### src/rtl/cig_pkg.sv
package cig_pkg;
  localparam int unsigned ADDR_W = 2;
  localparam logic [ADDR_W-1:0] A_STATUS = 2'd0;
  localparam logic [ADDR_W-1:0] A_CTRL   = 2'd1;
  localparam logic [ADDR_W-1:0] A_DATA   = 2'd2;

  function automatic logic [31:0] data_mask(input bit qi_en, input bit ext_en, input int unsigned lo_w);
    logic [31:0] m;
    m = '0;
    for (int i = 0; i < 32; i++) begin
      if (qi_en && (ext_en || i < int'(lo_w))) m[i] = 1'b1;
    end
    return m;
  endfunction
endpackage

### src/rtl/cig_regs.sv
module cig_regs
  import cig_pkg::*;
#(
  parameter int unsigned DATA_W = 32,
  parameter bit          QI_EN  = 1'b1,
  parameter bit          EXT_EN = 1'b1
) (
  input  logic              clk_i,
  input  logic              rst_ni,
  input  logic              we_i,
  input  logic [ADDR_W-1:0] addr_i,
  input  logic [DATA_W-1:0] wdata_i,
  input  logic              event_i,
  input  logic              pend_i,
  output logic [DATA_W-1:0] rdata_o,
  output logic              status_o,
  output logic              mask_o,
  output logic [DATA_W-1:0] data_o,
  output logic              sw_clr_o,
  output logic              new_cond_o
);
  localparam int unsigned LO_W = DATA_W / 2;
  localparam logic [31:0] MASK32 = data_mask(QI_EN, EXT_EN, LO_W);
  localparam logic [DATA_W-1:0] DMASK = MASK32[DATA_W-1:0];

  logic              status_q, mask_q;
  logic [DATA_W-1:0] data_q;

  assign sw_clr_o   = we_i && addr_i == A_STATUS && wdata_i[0] && status_q;
  assign new_cond_o = event_i && !status_q;

  always_ff @(posedge clk_i or negedge rst_ni) begin
    if (!rst_ni) begin
      status_q <= 1'b0;
      mask_q   <= 1'b0;
      data_q   <= '0;
    end else begin
      // set by event wins over software clear
      if (event_i)       status_q <= 1'b1;
      else if (sw_clr_o) status_q <= 1'b0;
      if (we_i && addr_i == A_CTRL) mask_q <= wdata_i[0];
      if (we_i && addr_i == A_DATA) data_q <= wdata_i & DMASK;
    end
  end

  always_comb begin
    rdata_o = '0;
    unique case (addr_i)
      A_STATUS: rdata_o[0] = status_q;
      A_CTRL: begin
        rdata_o[0] = mask_q;
        rdata_o[1] = pend_i;
      end
      A_DATA:  rdata_o = data_q;
      default: rdata_o = '0;
    endcase
  end

  assign status_o = status_q;
  assign mask_o   = mask_q;
  assign data_o   = data_q;
endmodule

### src/rtl/cig_issue.sv
module cig_issue #(
  parameter int unsigned DATA_W = 32
) (
  input  logic              clk_i,
  input  logic              rst_ni,
  input  logic              new_cond_i,
  input  logic              sw_clr_i,
  input  logic              mask_i,
  input  logic              busy_i,
  input  logic [DATA_W-1:0] data_i,
  input  logic              ready_i,
  output logic              valid_o,
  output logic [DATA_W-1:0] data_o,
  output logic              pend_o,
  output logic              rearm_o
);
  logic              pend_q, valid_q, rearm_q;
  logic [DATA_W-1:0] data_q;
  logic              hs, go;

  assign hs = valid_q && ready_i;
  assign go = pend_q && !valid_q && !mask_i && !busy_i && !sw_clr_i;

  always_ff @(posedge clk_i or negedge rst_ni) begin
    if (!rst_ni) begin
      pend_q  <= 1'b0;
      valid_q <= 1'b0;
      rearm_q <= 1'b0;
      data_q  <= '0;
    end else begin
      if (hs)                        pend_q <= new_cond_i || (rearm_q && !sw_clr_i);
      else if (new_cond_i)           pend_q <= 1'b1;
      else if (sw_clr_i && !valid_q) pend_q <= 1'b0;

      // condition arriving while a message is in flight
      rearm_q <= valid_q && !hs && ((rearm_q && !sw_clr_i) || new_cond_i);

      if (valid_q) valid_q <= !ready_i;
      else         valid_q <= go;

      if (go) data_q <= data_i;
    end
  end

  assign valid_o = valid_q;
  assign data_o  = data_q;
  assign pend_o  = pend_q;
  assign rearm_o = rearm_q;
endmodule

### src/rtl/cmpl_irq_gen.sv
module cmpl_irq_gen
  import cig_pkg::*;
#(
  parameter int unsigned DATA_W = 32,
  parameter bit          QI_EN  = 1'b1,
  parameter bit          EXT_EN = 1'b1
) (
  input  logic              clk_i,
  input  logic              rst_ni,
  input  logic              reg_we_i,
  input  logic [1:0]        reg_addr_i,
  input  logic [DATA_W-1:0] reg_wdata_i,
  output logic [DATA_W-1:0] reg_rdata_o,
  input  logic              evt_done_i,
  input  logic              evt_irq_i,
  input  logic              busy_i,
  output logic              msg_valid_o,
  input  logic              msg_ready_i,
  output logic [DATA_W-1:0] msg_data_o
);
  logic              event_w, status_w, mask_w, sw_clr_w, new_cond_w, pend_w, rearm_w;
  logic [DATA_W-1:0] data_w;

  assign event_w = evt_done_i && evt_irq_i;

  cig_regs #(.DATA_W(DATA_W), .QI_EN(QI_EN), .EXT_EN(EXT_EN)) u_regs (
    .clk_i, .rst_ni,
    .we_i(reg_we_i), .addr_i(reg_addr_i), .wdata_i(reg_wdata_i),
    .event_i(event_w), .pend_i(pend_w),
    .rdata_o(reg_rdata_o), .status_o(status_w), .mask_o(mask_w),
    .data_o(data_w), .sw_clr_o(sw_clr_w), .new_cond_o(new_cond_w)
  );

  cig_issue #(.DATA_W(DATA_W)) u_issue (
    .clk_i, .rst_ni,
    .new_cond_i(new_cond_w), .sw_clr_i(sw_clr_w),
    .mask_i(mask_w), .busy_i(busy_i), .data_i(data_w),
    .ready_i(msg_ready_i), .valid_o(msg_valid_o), .data_o(msg_data_o),
    .pend_o(pend_w), .rearm_o(rearm_w)
  );
endmodule

### config.mk
export PLATFORM = sky130hd
export DESIGN_NAME = cmpl_irq_gen
export DESIGN_NICKNAME = d
export VERILOG_FILES = /design/src/rtl/cig_pkg.sv /design/src/rtl/cig_regs.sv /design/src/rtl/cig_issue.sv /design/src/rtl/cmpl_irq_gen.sv
export SDC_FILE = /design/constraint.sdc
export NUM_CORES = 1
export LEC_CHECK = 0
export ABC_AREA = 1
export BUFFER_PORTS_ARGS = -buffer_cell sky130_fd_sc_hd__buf_2
export CELL_PAD_IN_SITES_DETAIL_PLACEMENT = 0
export CELL_PAD_IN_SITES_GLOBAL_PLACEMENT = 2
export CORE_ASPECT_RATIO = 0.6
export CORE_MARGIN = 3
export CORE_UTILIZATION = 31
export CTS_BUF_LIST = sky130_fd_sc_hd__clkbuf_16
export DETAILED_ROUTE_END_ITERATION = 16
export PLACE_DENSITY = 0.94
export SYNTH_ARGS = -nofsm -noshare
export SYNTH_HDL_FRONTEND = slang
export SYNTH_SLANG_ARGS = --single-unit
### constraint.sdc
create_clock -name clk_i -period 3.2 [get_ports clk_i]
set_input_delay 0.32 -clock clk_i [delete_from_list [all_inputs] [get_ports clk_i]]
set_output_delay 0.32 -clock clk_i [all_outputs]
set_load 0.01 [all_outputs]
Word-level counts from Yosys, hierarchy flattened
Cells that the tools add are included.
- reductions and logical operators: 27
- equal/unequal tests: 2
- multiplexer cells: 9
- operator list (operator ; number):
    2-to-1 mux 30 bit ; 1
    logical AND 1 bit ; 16
    logical NOT 1 bit ; 7
    2-to-1 mux 1 bit ; 6
    one-hot mux 1 bit (3 select lines) ; 1
    nonzero test 3 bit ; 1
    == test 2 x 1 -> 1 bit (second input constant) ; 1
    == test 2 bit (second input constant) ; 1
    logical NOT 2 bit ; 1
    one-hot mux 1 bit (2 select lines) ; 1
    nonzero test 2 bit ; 1
    logical OR 1 bit ; 1
- logic and storage cells: 45
- flip-flop bits (word level): 69
- output and inout bits: 65

Logic depth before layout (Yosys ltp)
- depth in word-level cells: 8
- mapped depth: 9

Modules after synthesis
From an unflattened synthesis, not the netlist that was laid out.
- cells, all modules: 395
- area total of the unflattened synthesis: 3249.4 um^2
- by module, submodules not included (module ; sequential area each (um^2) ; area each (um^2) ; cells an instance ; times used):
    cig_regs ; 850.8 ; 1744.2 ; 231 ; 1
    cig_issue ; 875.8 ; 1497.7 ; 162 ; 1
    cmpl_irq_gen ; 0.0 ; 7.5 ; 2 ; 1

Worst setup path before layout
OpenSTA, ideal clock, no wires.
- path kind: input-to-reg
- start point: in reg_addr_i[0]
- end point: reg u_regs.data_q[10] (netlist: u_regs.data_o[10])
- path buffers: 2
- data arrival time: 1303 ps
- setup slack: 1773 ps
- stages: 6
- data required time: 3075 ps
- cells stage by stage: inv_1 -> ha_1 -> buf_2 -> nand2_2 -> buf_2 -> mux2_2
- word-level cells in the longest chain between the ends: 2
- RTL lines (item ; line ; RTL):
    start: declaration ; cmpl_irq_gen.sv:11 ; input logic [1:0] reg_addr_i,
    == test 2 bit ; cig_regs.sv:42 ; if (we_i && addr_i == A_DATA) data_q <= wdata_i & DMASK;
    logical AND 1 bit ; cig_regs.sv:42 ;
    end signal: assignment ; cig_regs.sv:42 ;
    end: declaration ; cig_regs.sv:27 ; logic [DATA_W-1:0] data_q;
No other way between the ends.
A chain may end at the register's enable or synchronous reset.

Worst setup path in the final report
- start point: reg u_regs.status_q (netlist: u_regs.status_o)
- end point: reg u_issue.data_q[7] (netlist: u_issue.data_o[7])
- word-level cells in the longest chain between the ends: 3
- RTL lines (item ; line ; RTL):
    start: declaration ; cig_regs.sv:26 ; logic status_q, mask_q;
    start signal: assignment ; cig_regs.sv:34 ; status_q <= 1'b0;
    start signal: assignment ; cig_regs.sv:39 ; if (event_i) status_q <= 1'b1;
    start signal: assignment ; cig_regs.sv:40 ; else if (sw_clr_o) status_q <= 1'b0;
    logical AND 1 bit ; cig_regs.sv:29 ; assign sw_clr_o = we_i && addr_i == A_STATUS && wdata_i[0] && status_q;
    logical NOT 1 bit ; cig_issue.sv:22 ; assign go = pend_q && !valid_q && !mask_i && !busy_i && !sw_clr_i;
    logical AND 1 bit ; cig_issue.sv:22 ;
    end signal: assignment ; cig_issue.sv:41 ; if (go) data_q <= data_i;
    end: declaration ; cig_issue.sv:18 ; logic [DATA_W-1:0] data_q;
No other way between the ends.

==> impl_metrics.py <==
metrics = {
    "power": {
        "powerDensity_nw_per_um2": 639,
        "power.switching_uw": 714,
        "switching_share_pct": 28.5,
        "pwr-share-seq_pct": 47.1,
        "p_int_mw": 1.79,
        "pwr-share-comb_pct": 19.3,
        "p_clk_share_pct": 33.6,
        "peakVddDrop_mv": 0.273,
        "p_leak_nw": 2.38,
        "fin_total_pwr_mw": 2.50,
    },
    "final_layout": {
        "instances_no_fill": 552,
        "fillers": 984,
        "n_antenna_cell": 0,
        "fin_util_pct": 42.0,
        "multi_input_area_um2": 1070,
        "drive_above_1_share_pct": 37.4,
        "regArea_um2": 1730,
        "area_delta_synth_final_pct": 29.5,
        "fin_nets": 462,
        "layout_common_cells": "108 x nand2_1, 105 x buf_2, 69 x dfrtp_1",
        "final_common_cell": "nand2_1",
    },
    "drt": {
        "firstDrtPassIters": 4,
        "routed_via_density": 4.33,
        "wl_mm": 7.84,
        "first_iter_violations": 111,
        "vias": 2390,
        "post_drt_wl_per_cell_um": 14.2,
        "drc": 0,
        "route.antenna.remaining_nets": 0,
    },
    "worst_setup_path": {
        "end_kind": "register",
        "crit_path_max_fanout": 33,
        "cp-startpoint": "u_regs.status_o",
        "critPathKind": "register to register",
        "cp-start-kind": "register",
        "required_ns": 3.41,
        "timing.rr.start": "u_regs.status_o",
        "cp.arrival_ns": 2.25,
    },
    "yosys": {
        "yosysSeqAreaShare_pct": 57.1,
        "syn_avg_cell_area_um2": 9.65,
        "yosys.area_share.simple_pct": 20.4,
        "synth_compound_area_share_pct": 1.49,
        "synth_fa_ha_area_share_pct": 1.66,
        "syn_area_um2": 3020,
        "synthesis.nets": 358,
        "synth_seq_cells": 69,
        "syn_inst": 313,
        "synthMuxAreaShare_pct": 11.9,
        "synth_cell_types": 19,
        "synth_top_family_by_area": "simple AND/OR/NAND/NOR gates",
        "synth-xor-area-share_pct": 0,
        "yosysWarnings": 0,
    },
    "global_routing": {
        "grt_antenna_before_repair": 0,
        "grt_pass1_wl_mm": 12.6,
        "grt_usage_pct": 15.1,
        "overflow": 0,
        "grt_start_max_net_pins": 57,
        "grt_pass1_vias": 2490,
    },
    "cts": {
        "cts_buffers": 9,
        "cts_sinks": 69,
        "cts.reportedPaths.clkPinSlew_ns": 0.05,
        "clock_path_buffers": 2,
        "cts_root_buffer": "clkbuf_16",
        "htree_num_levels": 3,
        "cts_tree": "yes",
        "cts_resized": 0,
        "insertion_delay_ns": 0.32,
    },
    "run_status": {
        "status": "finished, final reports clean",
    },
    "floorplanning": {
        "die_x_um": 133,
        "die_h_um": 82.5,
        "core_area_um2": 9320,
        "ioPinCount": 106,
        "dieArea_um2": 11000,
        "initial_core_util_pct": 32.4,
        "rows": 27,
    },
    "min_path": {
        "hold_class": "primary input to register",
        "min_from": "reg_wdata_i[18]",
    },
    "placement": {
        "dp_cells": 535,
        "dpl.hpwl_mm": 5.42,
        "gp_congestion": 0.763,
        "port_buffers": 105,
    },
    "sta": {
        "grt_setup_unrepaired": "false",
        "fin_setup_tns_ns": 0,
        "min_period_ns": 2.04,
        "slew_headroom_pct": 46.7,
        "setup_viol": 0,
        "worst_pin_slew_ns": 0.797,
        "finalMaxSlewViolations": 0,
        "fin_skew_ns": 0.00402,
        "hold_violations": 0,
        "fmax_mhz": 489,
        "fin_crit_sh_pct": 63.9,
    },
    "flow_run": {
        "maxCapViolCount": 0,
    },
}
## metrics by stage
stage	setup WS, ns	cell area, um^2	hold WS, ns
6_report	1.16	3910	0.229
5_1_grt	0.958	3910	0.219
4_1_cts	1.13	3910	0.217
3_5_place_dp	0.768	3650	0.228
3_3_place_gp	0.871	3650	0.223
2_1_floorplan	1.77	3020	0.0244
## timing repair
item / 4_1_cts / 5_1_grt
buffers inserted: 0 / 0
hold endpoints to repair: 13 / 0
hold buffers: 1 / 0
## worst paths after layout
| path | endpoint | slack, ns | depth (start not counted) |
|---|---|---|---|
| max | u_issue.data_o[7] | 1.16 | 6 |
| min | u_regs.data_o[18] | 0.23 | 2 |
| max reg2reg | u_issue.data_o[7] | 1.16 | 6 |
| min reg2reg | u_issue.data_o[29] | 0.46 | 2 |
| max in group asynchronous | u_regs.data_o[29] | 1.75 | 3 |
| min in group asynchronous | u_regs.data_o[4] | 0.43 | 2 |
## metal layers
metal	up-vias	GRT usage (%)	wire length, um
li1	1182	-	-
met1	1123	20.5	4020
met2	83	22.9	3270
met3	2	5.99	531
met4	0	3.39	17
met5	-	0	0
## cell families after synthesis
family	Yosys count
AO/OA/AOI/OAI	7
adder cells (fa/ha/maj)	4
buffers and inverters	53
flip-flops	69
multiplexers	32
AND/OR/NAND/NOR	148
## area by class of cell
type / count / area share, %
well taps: 130 / 4.16
multi-input cells: 191 / 27.4
clock buffers: 9 / 5.76
inverters: 37 / 3.55
flip-flops and latches: 69 / 44.1
clock inverters: 7 / 0.736
repair buffers: 109 / 14.3
## worst max-delay path: stages, from the launching register on
cell     delay [ns]
dfrtp_1        0.38
nand2_1        0.15
nor2_2         0.08
inv_2          0.46
nand2_2        0.58
nand2_1        0.21
nand2_1        0.06
## flip-flops by register name, indices dropped and copies added, names as in the netlist
register         cells
u_issue.data_o      32
u_regs.data_o       32
u_issue.pend_o       1
u_issue.rearm_o      1
u_issue.valid_o      1
u_regs.mask_o        1
u_regs.status_o      1
## power by group through the flow
| stage | clock network, mW | registers [mW] | logic, mW |
|---|---|---|---|
| finish | 0.840 | 1.18 | 0.483 |
| global route | 0.919 | 1.20 | 0.550 |
| CTS | 0.872 | 1.18 | 0.495 |
| detailed placement | 0 | 1.19 | 0.492 |
| global placement | 0 | 1.19 | 0.477 |
| floorplan | 0 | 1.22 | 0.216 |
## cell usage after synthesis
library cell	count	area share [%]
nand2_1	108	13
dfrtp_1	69	57
inv_1	35	4.3
nand3_1	35	5.8
mux2_2	30	11
buf_2	10	1.7
ha_1	4	1.7
buf_4	3	0.75
clkbuf_1	3	0.37
a21oi_1	2	0.33
a31o_2	2	0.58
inv_2	2	0.25
mux2_1	2	0.75
nand2_2	2	0.41
o21ai_0	2	0.33
a21boi_0	1	0.25
nor2_2	1	0.21
nor2_4	1	0.37
or2_2	1	0.21
Power figures use the tool's default switching activity.
